## src/rtl/cwrap_pkg.sv

```systemverilog
package cwrap_pkg;

   typedef enum logic [2:0] {
      WM_FUNC   = 3'd0,
      WM_INTEST = 3'd1,
      WM_EXTEST = 3'd2,
      WM_BYPASS = 3'd3,
      WM_SAFE   = 3'd4
   } wmode_e;

   localparam int unsigned WM_BITS = $bits(wmode_e);
   localparam int unsigned WM_LAST = 4;

endpackage

```

## src/rtl/cwrap_ir.sv

```systemverilog
module cwrap_ir
   import cwrap_pkg::*;
(
   input  logic   clk,
   input  logic   rst_n,
   input  logic   ir_si,
   input  logic   ir_shift,
   input  logic   commit,
   output wmode_e mode_q
);

   logic [WM_BITS-1:0] ir_sh;
   logic               code_ok;

   assign code_ok = (ir_sh <= WM_BITS'(WM_LAST));

   always_ff @(posedge clk) begin
      if (!rst_n) begin
         ir_sh  <= '0;
         mode_q <= WM_FUNC;
      end else begin
         if (ir_shift) begin
            ir_sh <= {ir_si, ir_sh[WM_BITS-1:1]};
         end
         if (commit && code_ok) begin
            mode_q <= wmode_e'(ir_sh);
         end
      end
   end

   // an unused code leaves the active mode alone
   p_bad_code_hold_r3: assert property (@(posedge clk) disable iff (!rst_n)
      (commit && (ir_sh > WM_BITS'(WM_LAST))) |=> $stable(mode_q));

   // the mode only moves on an update strobe
   p_mode_on_update_r2: assert property (@(posedge clk) disable iff (!rst_n)
      !commit |=> $stable(mode_q));

endmodule

```

## src/rtl/cwrap_core.sv

```systemverilog
module cwrap_core #(
   parameter int unsigned NUM_IN  = 8,
   parameter int unsigned NUM_OUT = 6
) (
   input  logic               clk,
   input  logic               rst_n,
   input  logic [NUM_IN-1:0]  d,
   output logic [NUM_OUT-1:0] q
);

   logic [NUM_OUT-1:0] nxt;

   for (genvar j = 0; j < NUM_OUT; j++) begin : g_fn
      assign nxt[j] = d[j % NUM_IN] ^ d[(j + 1) % NUM_IN];
   end

   always_ff @(posedge clk) begin
      if (!rst_n) q <= '0;
      else        q <= nxt;
   end

endmodule

```

## src/rtl/cwrap_lane.sv

```systemverilog
module cwrap_lane #(
   parameter int unsigned LEN = 5
) (
   input  logic           clk,
   input  logic           rst_n,
   input  logic           si,
   input  logic           shift_en,
   input  logic           cap_en,
   input  logic [LEN-1:0] cap_mask,
   input  logic [LEN-1:0] cap_data,
   input  logic           upd_en,
   input  logic           byp_en,
   output logic [LEN-1:0] upd_q,
   output logic           sh_lsb,
   output logic           byp_q
);

   logic [LEN-1:0] sh;
   logic [LEN-1:0] sh_shifted;

   if (LEN == 1) begin : g_single
      assign sh_shifted = si;
   end else begin : g_multi
      assign sh_shifted = {si, sh[LEN-1:1]};
   end

   always_ff @(posedge clk) begin
      if (!rst_n) begin
         sh <= '0;
      end else if (shift_en) begin
         sh <= sh_shifted;
      end else if (cap_en) begin
         sh <= (sh & ~cap_mask) | (cap_data & cap_mask);
      end
   end

   always_ff @(posedge clk) begin
      if (!rst_n)      upd_q <= '0;
      else if (upd_en) upd_q <= sh;
   end

   always_ff @(posedge clk) begin
      if (!rst_n)      byp_q <= 1'b0;
      else if (byp_en) byp_q <= si;
   end

   assign sh_lsb = sh[0];

   // no ripple into the update stage while shifting
   p_upd_hold_r6: assert property (@(posedge clk) disable iff (!rst_n)
      !upd_en |=> $stable(upd_q));

   // a capture touches only the selected cells
   p_cap_keep_r7: assert property (@(posedge clk) disable iff (!rst_n)
      (cap_en && !shift_en) |=> ((sh & ~$past(cap_mask)) == ($past(sh) & ~$past(cap_mask))));

   // cells sit still when no strobe is qualified
   p_idle_hold_r11: assert property (@(posedge clk) disable iff (!rst_n)
      (!cap_en && !shift_en) |=> $stable(sh));

endmodule

```

## src/rtl/cwrap_top.sv

```systemverilog
module cwrap_top
   import cwrap_pkg::*;
#(
   parameter int unsigned        NUM_IN   = 8,
   parameter int unsigned        NUM_OUT  = 6,
   parameter int unsigned        TAM_W    = 3,
   parameter logic [NUM_OUT-1:0] SAFE_VAL = '0
) (
   input  logic               clk,
   input  logic               rst_n,
   input  logic [NUM_IN-1:0]  sys_in,
   output logic [NUM_OUT-1:0] sys_out,
   input  logic [TAM_W-1:0]   tam_in,
   output logic [TAM_W-1:0]   tam_out,
   input  logic               instr_si,
   input  logic               instr_shift,
   input  logic               shift_en,
   input  logic               capture_en,
   input  logic               update_en
);

   localparam int unsigned NCELL = NUM_IN + NUM_OUT;
   localparam int unsigned LEN   = (NCELL + TAM_W - 1) / TAM_W;
   localparam int unsigned NPAD  = TAM_W * LEN;

   if (NUM_IN < 2) begin : g_chk_in
      $error("cwrap_top: NUM_IN must be at least 2");
   end
   if (NUM_OUT < 1) begin : g_chk_out
      $error("cwrap_top: NUM_OUT must be at least 1");
   end
   if (TAM_W < 1 || TAM_W > NCELL) begin : g_chk_w
      $error("cwrap_top: TAM_W must lie between 1 and the terminal count");
   end

   wmode_e             mode_q;
   logic               is_int, is_ext, is_tst, is_byp;
   logic [NPAD-1:0]    cap_mask, cap_data, upd_all;
   logic [TAM_W-1:0]   lane_lsb, lane_byp;
   logic [NUM_IN-1:0]  core_in;
   logic [NUM_OUT-1:0] core_q;

   cwrap_ir u_ir (
      .clk      (clk),
      .rst_n    (rst_n),
      .ir_si    (instr_si),
      .ir_shift (instr_shift),
      .commit   (update_en),
      .mode_q   (mode_q)
   );

   assign is_int = (mode_q == WM_INTEST);
   assign is_ext = (mode_q == WM_EXTEST);
   assign is_tst = is_int | is_ext;
   assign is_byp = (mode_q == WM_BYPASS);

   for (genvar k = 0; k < NPAD; k++) begin : g_cell
      if (k < NUM_IN) begin : g_in
         assign cap_data[k] = sys_in[k];
         assign cap_mask[k] = is_ext;
      end else if (k < NCELL) begin : g_out
         assign cap_data[k] = core_q[k - NUM_IN];
         assign cap_mask[k] = is_int;
      end else begin : g_pad
         assign cap_data[k] = 1'b0;
         assign cap_mask[k] = 1'b0;
      end
   end

   if (NPAD > NCELL) begin : g_pad_sink
      logic unused_pad;
      assign unused_pad = ^upd_all[NPAD-1:NCELL];
   end

   for (genvar c = 0; c < TAM_W; c++) begin : g_lane
      cwrap_lane #(.LEN(LEN)) u_lane (
         .clk      (clk),
         .rst_n    (rst_n),
         .si       (tam_in[c]),
         .shift_en (shift_en & is_tst),
         .cap_en   (capture_en & is_tst),
         .cap_mask (cap_mask[c*LEN +: LEN]),
         .cap_data (cap_data[c*LEN +: LEN]),
         .upd_en   (update_en & is_tst),
         .byp_en   (is_byp),
         .upd_q    (upd_all[c*LEN +: LEN]),
         .sh_lsb   (lane_lsb[c]),
         .byp_q    (lane_byp[c])
      );
   end

   assign core_in = is_tst ? upd_all[NUM_IN-1:0] : sys_in;

   cwrap_core #(.NUM_IN(NUM_IN), .NUM_OUT(NUM_OUT)) u_core (
      .clk   (clk),
      .rst_n (rst_n),
      .d     (core_in),
      .q     (core_q)
   );

   always_comb begin
      unique case (mode_q)
         WM_FUNC, WM_BYPASS: sys_out = core_q;
         WM_EXTEST:          sys_out = upd_all[NCELL-1:NUM_IN];
         default:            sys_out = SAFE_VAL;
      endcase
   end

   always_comb begin
      unique case (mode_q)
         WM_INTEST, WM_EXTEST: tam_out = lane_lsb;
         WM_BYPASS:            tam_out = lane_byp;
         default:              tam_out = '0;
      endcase
   end

   // neighbours see the safe pattern while the core is under test
   p_intest_isolate_r7: assert property (@(posedge clk) disable iff (!rst_n)
      is_int |-> (sys_out == SAFE_VAL));

   // safe mode pins the outputs and silences the bus
   p_safe_quiet_r10: assert property (@(posedge clk) disable iff (!rst_n)
      (mode_q == WM_SAFE) |-> ((sys_out == SAFE_VAL) && (tam_out == '0)));

   // single-flop bypass per lane
   p_bypass_lat_r9: assert property (@(posedge clk) disable iff (!rst_n)
      (is_byp && $past(is_byp)) |-> (tam_out == $past(tam_in)));

   // the bus stays quiet in functional mode
   p_func_quiet_r11: assert property (@(posedge clk) disable iff (!rst_n)
      (mode_q == WM_FUNC) |-> (tam_out == '0));

endmodule

```

## config.mk

```make
export PLATFORM = sky130hd
export DESIGN_NAME = cwrap_top
export DESIGN_NICKNAME = d
export VERILOG_FILES = /design/src/rtl/cwrap_pkg.sv /design/src/rtl/cwrap_ir.sv /design/src/rtl/cwrap_core.sv /design/src/rtl/cwrap_lane.sv /design/src/rtl/cwrap_top.sv
export SDC_FILE = /design/constraint.sdc
export NUM_CORES = 1
export LEC_CHECK = 0
export ABC_CLOCK_PERIOD_IN_PS = 3100
export BUFFER_PORTS_ARGS = -buffer_cell sky130_fd_sc_hd__buf_2
export CAP_MARGIN = 15
export CORE_MARGIN = 10
export CORE_UTILIZATION = 42
export CTS_CLUSTER_DIAMETER = 150
export DETAILED_ROUTE_END_ITERATION = 8
export SYNTH_ARGS = -nofsm -noshare
export SYNTH_HDL_FRONTEND = slang
export SYNTH_SLANG_ARGS = --single-unit
```

## constraint.sdc

```tcl
create_clock -name clk -period 3.1 [get_ports clk]
set_clock_uncertainty 0.2 [all_clocks]
set_input_delay 0.155 -clock clk [delete_from_list [all_inputs] [get_ports clk]]
set_output_delay 0.155 -clock clk [all_outputs]
set_load 0.005 [all_outputs]
```

Word level (Yosys, flattened, before mapping)

Index checks and enable logic that the tools add are counted.

Bits in registers: 44

Magnitude comparators: 1
Eq/ne operators: 3
Mux-type cells: 9
Bitwise operators: 22
Reduce and logical (&&, ||, !) cells: 5

Operators by type and width:

| operator                                                         | count |
|---|---|
| 5-bit 2-to-1 mux                                                 | 6 |
| 5-bit bitwise AND                                                | 5 |
| 5-bit OR                                                         | 3 |
| 6-bit case mux with 2 select lines                               | 1 |
| 5-bit inverter                                                   | 2 |
| 7-bit 2-to-1 mux                                                 | 1 |
| 3-bit by 2-bit == test with 1-bit output (second input constant) | 2 |
| 3-bit case mux with 2 select lines                               | 1 |
| 1-bit XOR                                                        | 6 |
| 4-bit inverter with 5-bit output                                 | 1 |
| 4-bit bitwise AND                                                | 1 |
| 2-bit OR reduction                                               | 2 |
| 1-bit bitwise AND                                                | 3 |
| 3-bit by 1-bit == test with 1-bit output (second input constant) | 1 |
| 3-bit less-or-equal comparator (second input constant)           | 1 |
| 3-bit logical NOT                                                | 1 |
| 2-bit nonzero test                                               | 1 |
| 1-bit logical AND                                                | 1 |
| 1-bit OR                                                         | 1 |

Depth between registers and ports, before layout

Gate-level depths: netlist of the first run.

Depth after elaboration: 6
Depth in mapped cells: 6
Gate-level depth less buffers: 3

By module

Synthesis of the first run repeated with hierarchy kept, for this count alone.

Cell total of the unflattened synthesis: 225
Area, all modules: 2277.2 um2

Modules (own cells, without submodules):

| module     | times used | cells an instance | area each (um2) | seq. area each (um2) |
|---|---|---|---|---|
| cwrap_lane | 3          | 46                | 486.7           | 220.2 |
| cwrap_top  | 1          | 45                | 351.6           | 0.0 |
| cwrap_ir   | 1          | 24                | 255.2           | 120.1 |
| cwrap_core | 1          | 18                | 210.2           | 120.1 |

Least setup slack after synthesis of the first run

OpenSTA, ideal clock, no wires.

Path type: register to register
From: reg u_ir.mode_q[0]
To: reg with a tool-made name
Arrival time: 1.229 ns
Required time: 2.780 ns
Slack: 1.551 ns
Stages on the path, launching flop included: 6
Clock period less this slack: 1.549 ns
Cells stage by stage: dfxtp_1 -> buf_6 -> nand2b_1 -> buf_2 -> o311a_1 -> o31a_1

RTL lines:

| what                     | line           | source |
|---|---|---|
| start: declaration       | cwrap_ir.sv:9  | `output wmode_e mode_q` |
| start signal: assignment | cwrap_ir.sv:26 | `mode_q <= wmode_e'(ir_sh);` |

Final worst setup path of the first run

From: reg u_ir.mode_q[1]
To: out tam_out[1]

Word-level cells in the longest chain between the ends: 3
Elaborated cells on any way between the ends: 5
Those cells by class: eq/ne (3); mux (1); reduce/logical (1)

Ends and longest elaborated chain:

| what                                                                                                 | line             | source |
|---|---|---|
| 3-bit by 1-bit == test with 1-bit output or 3-bit by 2-bit == test with 1-bit output (tied branches) | cwrap_top.sv:110 | `unique case (mode_q)` |
| 2-bit OR reduction                                                                                   | cwrap_top.sv:110 |  |
| 3-bit case mux with 2 select lines *                                                                 | cwrap_top.sv:110 |  |
| end: declaration                                                                                     | cwrap_top.sv:14  | `output logic [TAM_W-1:0] tam_out,` |

Mark *: on every way between the ends. The rest lies on a longest branch, timed or not.

==> results of run 1 <==
## routing by layer
| layer | GRT usage (%) | routed length [microns] |
|---|---|---|
| met5 | 0 | 0 |
| met3 | 3.89 | 322 |
| met1 | 17.0 | 2780 |
| met2 | 22.3 | 2810 |
| met4 | 3.19 | 56 |
## through the flow
| step | hold WS, ns | power, mW | utilization [%] | worst slack (ns) |
|---|---|---|---|---|
| 6_report | 0.0101 | 1.04 | 47.8 | 0.562 |
| 3_5_place_dp | 0.225 | 0.696 | 45.2 | 0.812 |
| 3_3_place_gp | 0.219 | 0.697 | 45.2 | 0.868 |
| 2_1_floorplan | 0.0971 | 0.658 | - | 1.55 |
| 4_1_cts | 0.00965 | 1.05 | 47.8 | 0.563 |
| 5_1_grt | 0.0521 | 1.09 | 47.8 | 0.388 |
## cell type report
| cell class | instances | area, sq um |
|---|---|---|
| flip-flops and latches | 43 | 862 |
| fillers | 559 | 2890 |
| well taps | 72 | 90.1 |
| clock inverters | 1 | 5.00 |
| multi-input cells | 184 | 1420 |
| clock buffers | 7 | 76.3 |
| repair buffers | 33 | 198 |
## path summary, 6_finish.rpt
path	cells after the start	slack (ns)	startpoint	endpoint
worst min-delay path	3	0.01	update_en	u_ir.mode_q[2]
worst min register to register	2	0.26	g_lane[2].u_lane.sh[4]	g_lane[2].u_lane.sh[4]
worst max-delay path	4	0.56	u_ir.mode_q[1]	tam_out[1]
worst max register to register	4	0.77	u_ir.mode_q[1]	g_lane[0].u_lane.upd_q[4]
## kinds of logic (layout without fill, tap and decap cells)
group	count (synthesis)	count (layout)	synth area share, %
compound gates	56	56	19.8
mux	26	26	10.8
xor+xnor	14	14	5.71
buf+inv	26	41	5.50
simple gates	88	88	22.4
flops	43	43	35.7
## synth_stat cells
| library cell | n |
|---|---|
| nor3b_1 | 2 |
| a21bo_2 | 2 |
| dfxtp_1 | 43 |
| o21ai_0 | 8 |
| a21boi_0 | 2 |
| nor2_1 | 11 |
| mux2i_1 | 26 |
| a22oi_1 | 3 |
| a2bb2oi_1 | 6 |
| o31a_1 | 14 |
| and3_1 | 14 |
| nand2b_4 | 1 |
| o311a_1 | 20 |
| nor3b_2 | 1 |
| and4b_1 | 14 |
| buf_4 | 2 |
| nand4bb_1 | 2 |
| nand2_1 | 30 |
| nor3b_4 | 1 |
| nand3b_1 | 1 |
| buf_6 | 2 |
| clkbuf_1 | 12 |
| nand2b_1 | 1 |
| nor2b_1 | 9 |
| xor2_1 | 6 |
| xor2_2 | 1 |
| xnor2_2 | 1 |
| and2_1 | 1 |
| buf_2 | 10 |
| xnor2_1 | 6 |
| a21oi_1 | 1 |
## worst reg2reg max path, delay by kind of cell (launching register included)
kind	cells	cell delay, ns
DFF	1	0.86
and+or+nand+nor	1	0.36
muxes	1	0.22
xor gates and xnor gates	1	0.33
buffers and inverters	1	0.28
## where the power goes
group	leakage [nW]	internal, mW	switching [mW]	total, mW
Sequential	0.349	0.562	0.0216	0.583
Combinational	0.689	0.0517	0.0545	0.106
Clock	0.0422	0.158	0.192	0.351
==> metrics.md, run 1 <==
| Metric | Value |
|---|---|
| Status | finished, final reports clean |
| Maximum VDD drop | 186 uV |
| TNS Setup | 0 ns |
| Initial DRC Count | between 100 and 150 |
| Core area | 5540 sq um |
| CTS Buffer Depth | 2 |
| Commonest non-fill, non-tap cell in the layout | dfxtp_1 |
| Reg clk slew, reported paths | around 0.08 ns |
| Slew @ Worst Pin | between 1 and 1.5 ns |
| Clk sinks | 43 |
| Fin. Hold Viols | 0 |
| TritonCTS clock tree | yes |
| Post-synthesis cell area | 2410 sq um |
| Fin crit share | 81.9% |
| Worst Path Required | 2.74 ns |
| CP max FO | 18 |
| Detail-routed via count per cell | around 5.7 |
| Post_cts resized | 0 |
| Setup bufs post-CTS | 0 |
| Die Wd | 95.7 microns |
| Final Cell Area | 2650 sq um |
| Final max-slew violation count | 0 |
| Yosys cell types | 31 |
| Yosys top cell by area | dfxtp_1 |
| CP top delay family | flip-flops |
| Hold Crit Class | input pin to register |
| Gr usage total | 13.5% |
| Mapped Cells | 253 |
| Post-DRT Antenna Nets | 0 |
| Final setup viols | 0 |
| Synth Register Bits | 43 |
| Num CTS Buffers | 5 |
| Starting Density | 43.5% |
| Sequential fraction of the synthesis area | 35.7% |
| Worst slew margin | 32.2% |
| Routed Wire Length | 5.97 mm |
| Critical path's slowest cell | dfxtp_1 |
| I/O Buffers | 26 |
| Synth warnings | 0 |
| Die area | 9170 sq um |
| Largest net degree at the start of global routing | 58 |
| Clock latency on the worst-skew pair | 0.30 ns |
| Commonest cells after routing, fill and taps aside | dfxtp_1 (42), nand2_1 (30), mux2i_1 (26), buf_2 (26), o311a_1 (20) |
| Pwr Density | 393 nW/um^2 |
| Most area-consuming cells after synthesis | dfxtp_1 (36%), mux2i_1 (11%), o311a_1 (8.3%) |
| Buf/Inv on CP | 1 |
| Dpl cell area | 2510 sq um |
| Share of layout cells above drive strength 1 | 15.3% |
| Worst path max stage delay | 0.86 ns |
| Ports | 27 |
| Fmax | 394 MHz |
| # Max-Cap Violations | 0 |
| H-tree levels | 2 |
| Unrepaired setup endpoints after global routing | no |
| First-pass GRT wire length | ~9.8 mm |
| Die Ht | 95.7 microns |
| Min Clock Period, post-route | about 2.5 ns |
| Post-CTS Hold Buffers | 6 |
| Mean post-synth cell area | between 9 and 10 sq um |
| Worst setup path category | register to output pin |
| GPL Wtd Cong | 0.781 |
| Leak | 1.08 nW |
| 1st-pass router iterations | 4 |
| Root Driver | clkbuf_8 |
| Vias in the first global route | 1,932 |
| Mapped Nets | 271 |
| Num rows | 27 |
| Nets | 285 |
| CP Data Arrival Time | 2.18 ns |
| CP Launch Type | register |
| Global route overflow | 0 |
| Placed Instances | 326 |
| Wire per inst | approximately 18 microns |
| Routed via count | 1,944 |
| DRC viols | 0 |
| Crit. End Element | output pin |
| Dpl hpwl | around 4.1 mm |
| Number of antenna violations at the first check in global routing | 0 |
| Layout Cells excl Fill | 340 |
| Area share of the largest cell type after synthesis | 35.7% |
| Synth-to-Final Area Change | 9.87% |
| Worst-path cell chain | xor2_2 > a22oi_1 > nor2_1 > buf_2 |
| N_diodes | 0 |
(Power assumes the default switching activity.)
==> run 2, diff against run 1 <==
Settings changed: ABC_AREA set to 1, ABC_CLOCK_PERIOD_IN_PS 3100 to 2300.
Clock period 3.1 ns to 2.3 ns, I/O delays scaled along.
==> run 2 against run 1 <==
  * Core utilization rose by 3.0 points
  * Final cell count rose by 29%
  * Flip-flop and latch count did not move
  * Sequential power rose by 47%
  * Worst setup slack got worse by 0.23 ns
  * Clock-buffer cell count fell by 1
  * Total power rose by 76%
  * Wire length fell by 6.9%
  * Largest cell class unchanged
==> metrics.md, run 2 <==
| Metric | Value |
|---|---|
| Leak | 1.24 nW |
| Maximum VDD drop | 310 uV |
| Status | finished, final reports clean |
| Combinational Power Share | a little under a fifth |
| Ports | 27 |
| GPL Wtd Cong | 0.829 |
| Worst-path cell chain | nand3_4 > nand2_8 > inv_1 > o21ai_0 > buf_2 |
| Tot Pwr | 1.83 mW |
| Critical path's slowest cell | dfxtp_1 |
| # Max-Cap Violations | 0 |
| TNS Setup | 0 ns |
| Number of fill cells | roughly 550 |
| Final WS setup | 0.336 ns |
| Die Wd | 92.3 microns |
| Main synth FF type | dfxtp_1 |
| Hold slack | 0.158 ns |
| Pwr Density | 710 nW/um^2 |
| Crit. End Element | output pin |
| Vias in the first global route | roughly 2,000 |
| Most area-consuming cells after synthesis | dfxtp_1 (39%), nand2_1 (14%), nor2_1 (13%) |
| Clock power frac | 34.0% |
| Pint | 1.30 mW |
| Worst slew margin | 54.5% |
| Buf/Inv on CP | 2 |
| Min Clock Period, post-route | about 2.0 ns |
| Mean post-synth cell area | 6.63 sq um |
| Sequential Power Share | between 40% and 50% |
| Mapped Nets | 349 |
| Area share of the largest cell type after synthesis | around 39% |
| Clock latency on the worst-skew pair | 0.30 ns |
| Slew @ Worst Pin | roughly 0.7 ns |
| Num CTS Buffers | 5 |
| Die Ht | 92.3 microns |
| CP top delay family | simple AND/OR/NAND/NOR gates |
| Post_cts resized | 0 |
| Gr usage total | between 10% and 20% |
| Share of layout cells above drive strength 1 | 14.7% |
| CTS Buffer Depth | 2 |
| Initial DRC Count | 96 |
| Yosys cell types | 24 |
| Synth Register Bits | 43 |
| Starting Density | 43.2% |
| DRC viols | 0 |
| Final core utilization | 50.8% |
| Most common cell in the netlist | nand2_1 |
| Global route overflow | 0 |
| 1st-pass router iterations | 4 |
| Commonest cells after routing, fill and taps aside | nand2_1 (80), nor2_1 (77), dfxtp_1 (43) |
| Post-DRT Antenna Nets | 0 |
| CP Data Arrival Time | 1.65 ns |
| TritonCTS clock tree | yes |
| Switching share of power | 29.1% |
| N_diodes | 0 |
| Num rows | 26 |
| Dpl hpwl | 4.09 mm |
| Reg area | 861 sq um |
| Mapped Cells | 331 |
| Detail-routed via count per cell | 4.73 |
| Synth top cells by count | nand2_1 (80), nor2_1 (77), dfxtp_1 (43) |
| Yosys top cell by area | dfxtp_1 |
| First-pass GRT wire length | 9.70 mm |
| Pre-CTS setup slack | 0.595 ns |
| Area of the multi-input gates | 1130 sq um |
| Unrepaired setup endpoints after global routing | no |
| Post-synthesis cell area | 2190 sq um |
| Fmax | 509 MHz |
| Routed Wire Length | roughly 5.6 mm |
| Worst setup path category | register to output pin |
| Final setup viols | 0 |
| Fin. Hold Viols | 0 |
| Nets | around 380 |
| Synth async-reset ratio | 0% |
| H-tree levels | 2 |
| Synth-to-Final Area Change | 17.5% |
| Root Driver | clkbuf_8 |
| Reg clk slew, reported paths | 0.08 ns |
| Worst Path Required | 1.99 ns |
| R2R Setup Slk | 0.56 ns |
| Die area | 8510 sq um |
| Wire per inst | ~13 microns |
| Commonest non-fill, non-tap cell in the layout | nand2_1 |
| Worst path max stage delay | 0.45 ns |
| Largest net degree at the start of global routing | 44 |
| Post-synth EDFFs | 0 |
| Routed via count | 2,069 |
| CP max FO | 27 |
| CP Launch Type | register |
| Final max-slew violation count | 0 |
| Clk sinks | 43 |
| Core area | 5070 sq um |
| Synth warnings | 0 |
| Sequential fraction of the synthesis area | 39.2% |
| I/O Buffers | 26 |
| Psw | between 500 and 600 uW |
| Number of antenna violations at the first check in global routing | 0 |
| Hold Crit Class | input pin to register |
| Fin crit share | between 80% and 90% |
run 2: cell count changes after synthesis, moves of 23 or more:
cell / change
nand2_1: +50
o21ai_0: +23
nand3_1: +36
mux2i_1: -26
nor2_1: +66
inv_1: +24
run 2: cell families (layout without fill, tap and decap cells):
logic type | after synthesis | count (layout) | share of synthesized area (%)
compound gates | 40 | 40 | 9.81
buf+inv | 41 | 77 | 9.36
flops | 43 | 43 | 39.2
simple gates | 207 | 207 | 41.6
run 2: layout make-up:
cell class | instances | share of cell area [%]
multi-input cells | 247 | 43.8
flip-flops and latches | 43 | 33.4
repair buffers | 41 | 10.8
inverters | 28 | 4.08
well taps | 70 | 3.40
clock buffers | 6 | 3.21
clock inverters | 2 | 1.36
run 2: layer usage:
| layer | wire length, microns | up-vias | part of all wire (%) | GRT usage (%) |
|---|---|---|---|---|
| met5 | 0 | - | 0 | 0 |
| met4 | 78 | 0 | 1.4 | 4.11 |
| met3 | 267 | 7 | 4.8 | 3.26 |
| met2 | 2700 | 38 | 49 | 22.4 |
| met1 | 2510 | 910 | 45 | 17.5 |
| li1 | - | 1114 | - | - |
run 2: power by group through the flow:
stage / Sequential [mW] / Combinational (mW) / Clock [mW]
floorplan: 0.856 / 0.266 / 0
global placement: 0.874 / 0.328 / 0
detailed placement: 0.876 / 0.333 / 0
CTS: 0.858 / 0.352 / 0.637
global route: 0.864 / 0.406 / 0.667
finish: 0.858 / 0.350 / 0.621
run 2: what timing repair did:
action	4_1_cts	5_1_grt
hold endpoints to repair	17	0
hold buffers	14	0
setup buffers	0	0
run 2: final timing paths:
kind,startpoint,endpoint,cells after the start
hold reg to reg,u_ir.ir_sh[0],u_ir.mode_q[0],2
hold / removal,capture_en,register,6
setup / recovery,u_ir.mode_q[1],tam_out[0],5
setup reg to reg,u_ir.mode_q[1],g_lane[0].u_lane.upd_q[4],6
run 2: metrics by stage:
stage / area, sq um / cells
floorplan: 2190 / 331
global placement: 2320 / 415
detailed placement: 2320 / 415
CTS: 2580 / 437
global route: 2580 / 437
finish: 2580 / 437
run 2: tightest hold or removal path, cell delays in order:
cell and delay [ns]:
buf_2 0.08, inv_1 0.06, nor2_4 0.14, a21oi_4 0.07, nor2_1 0.10, nor2_1 0.04
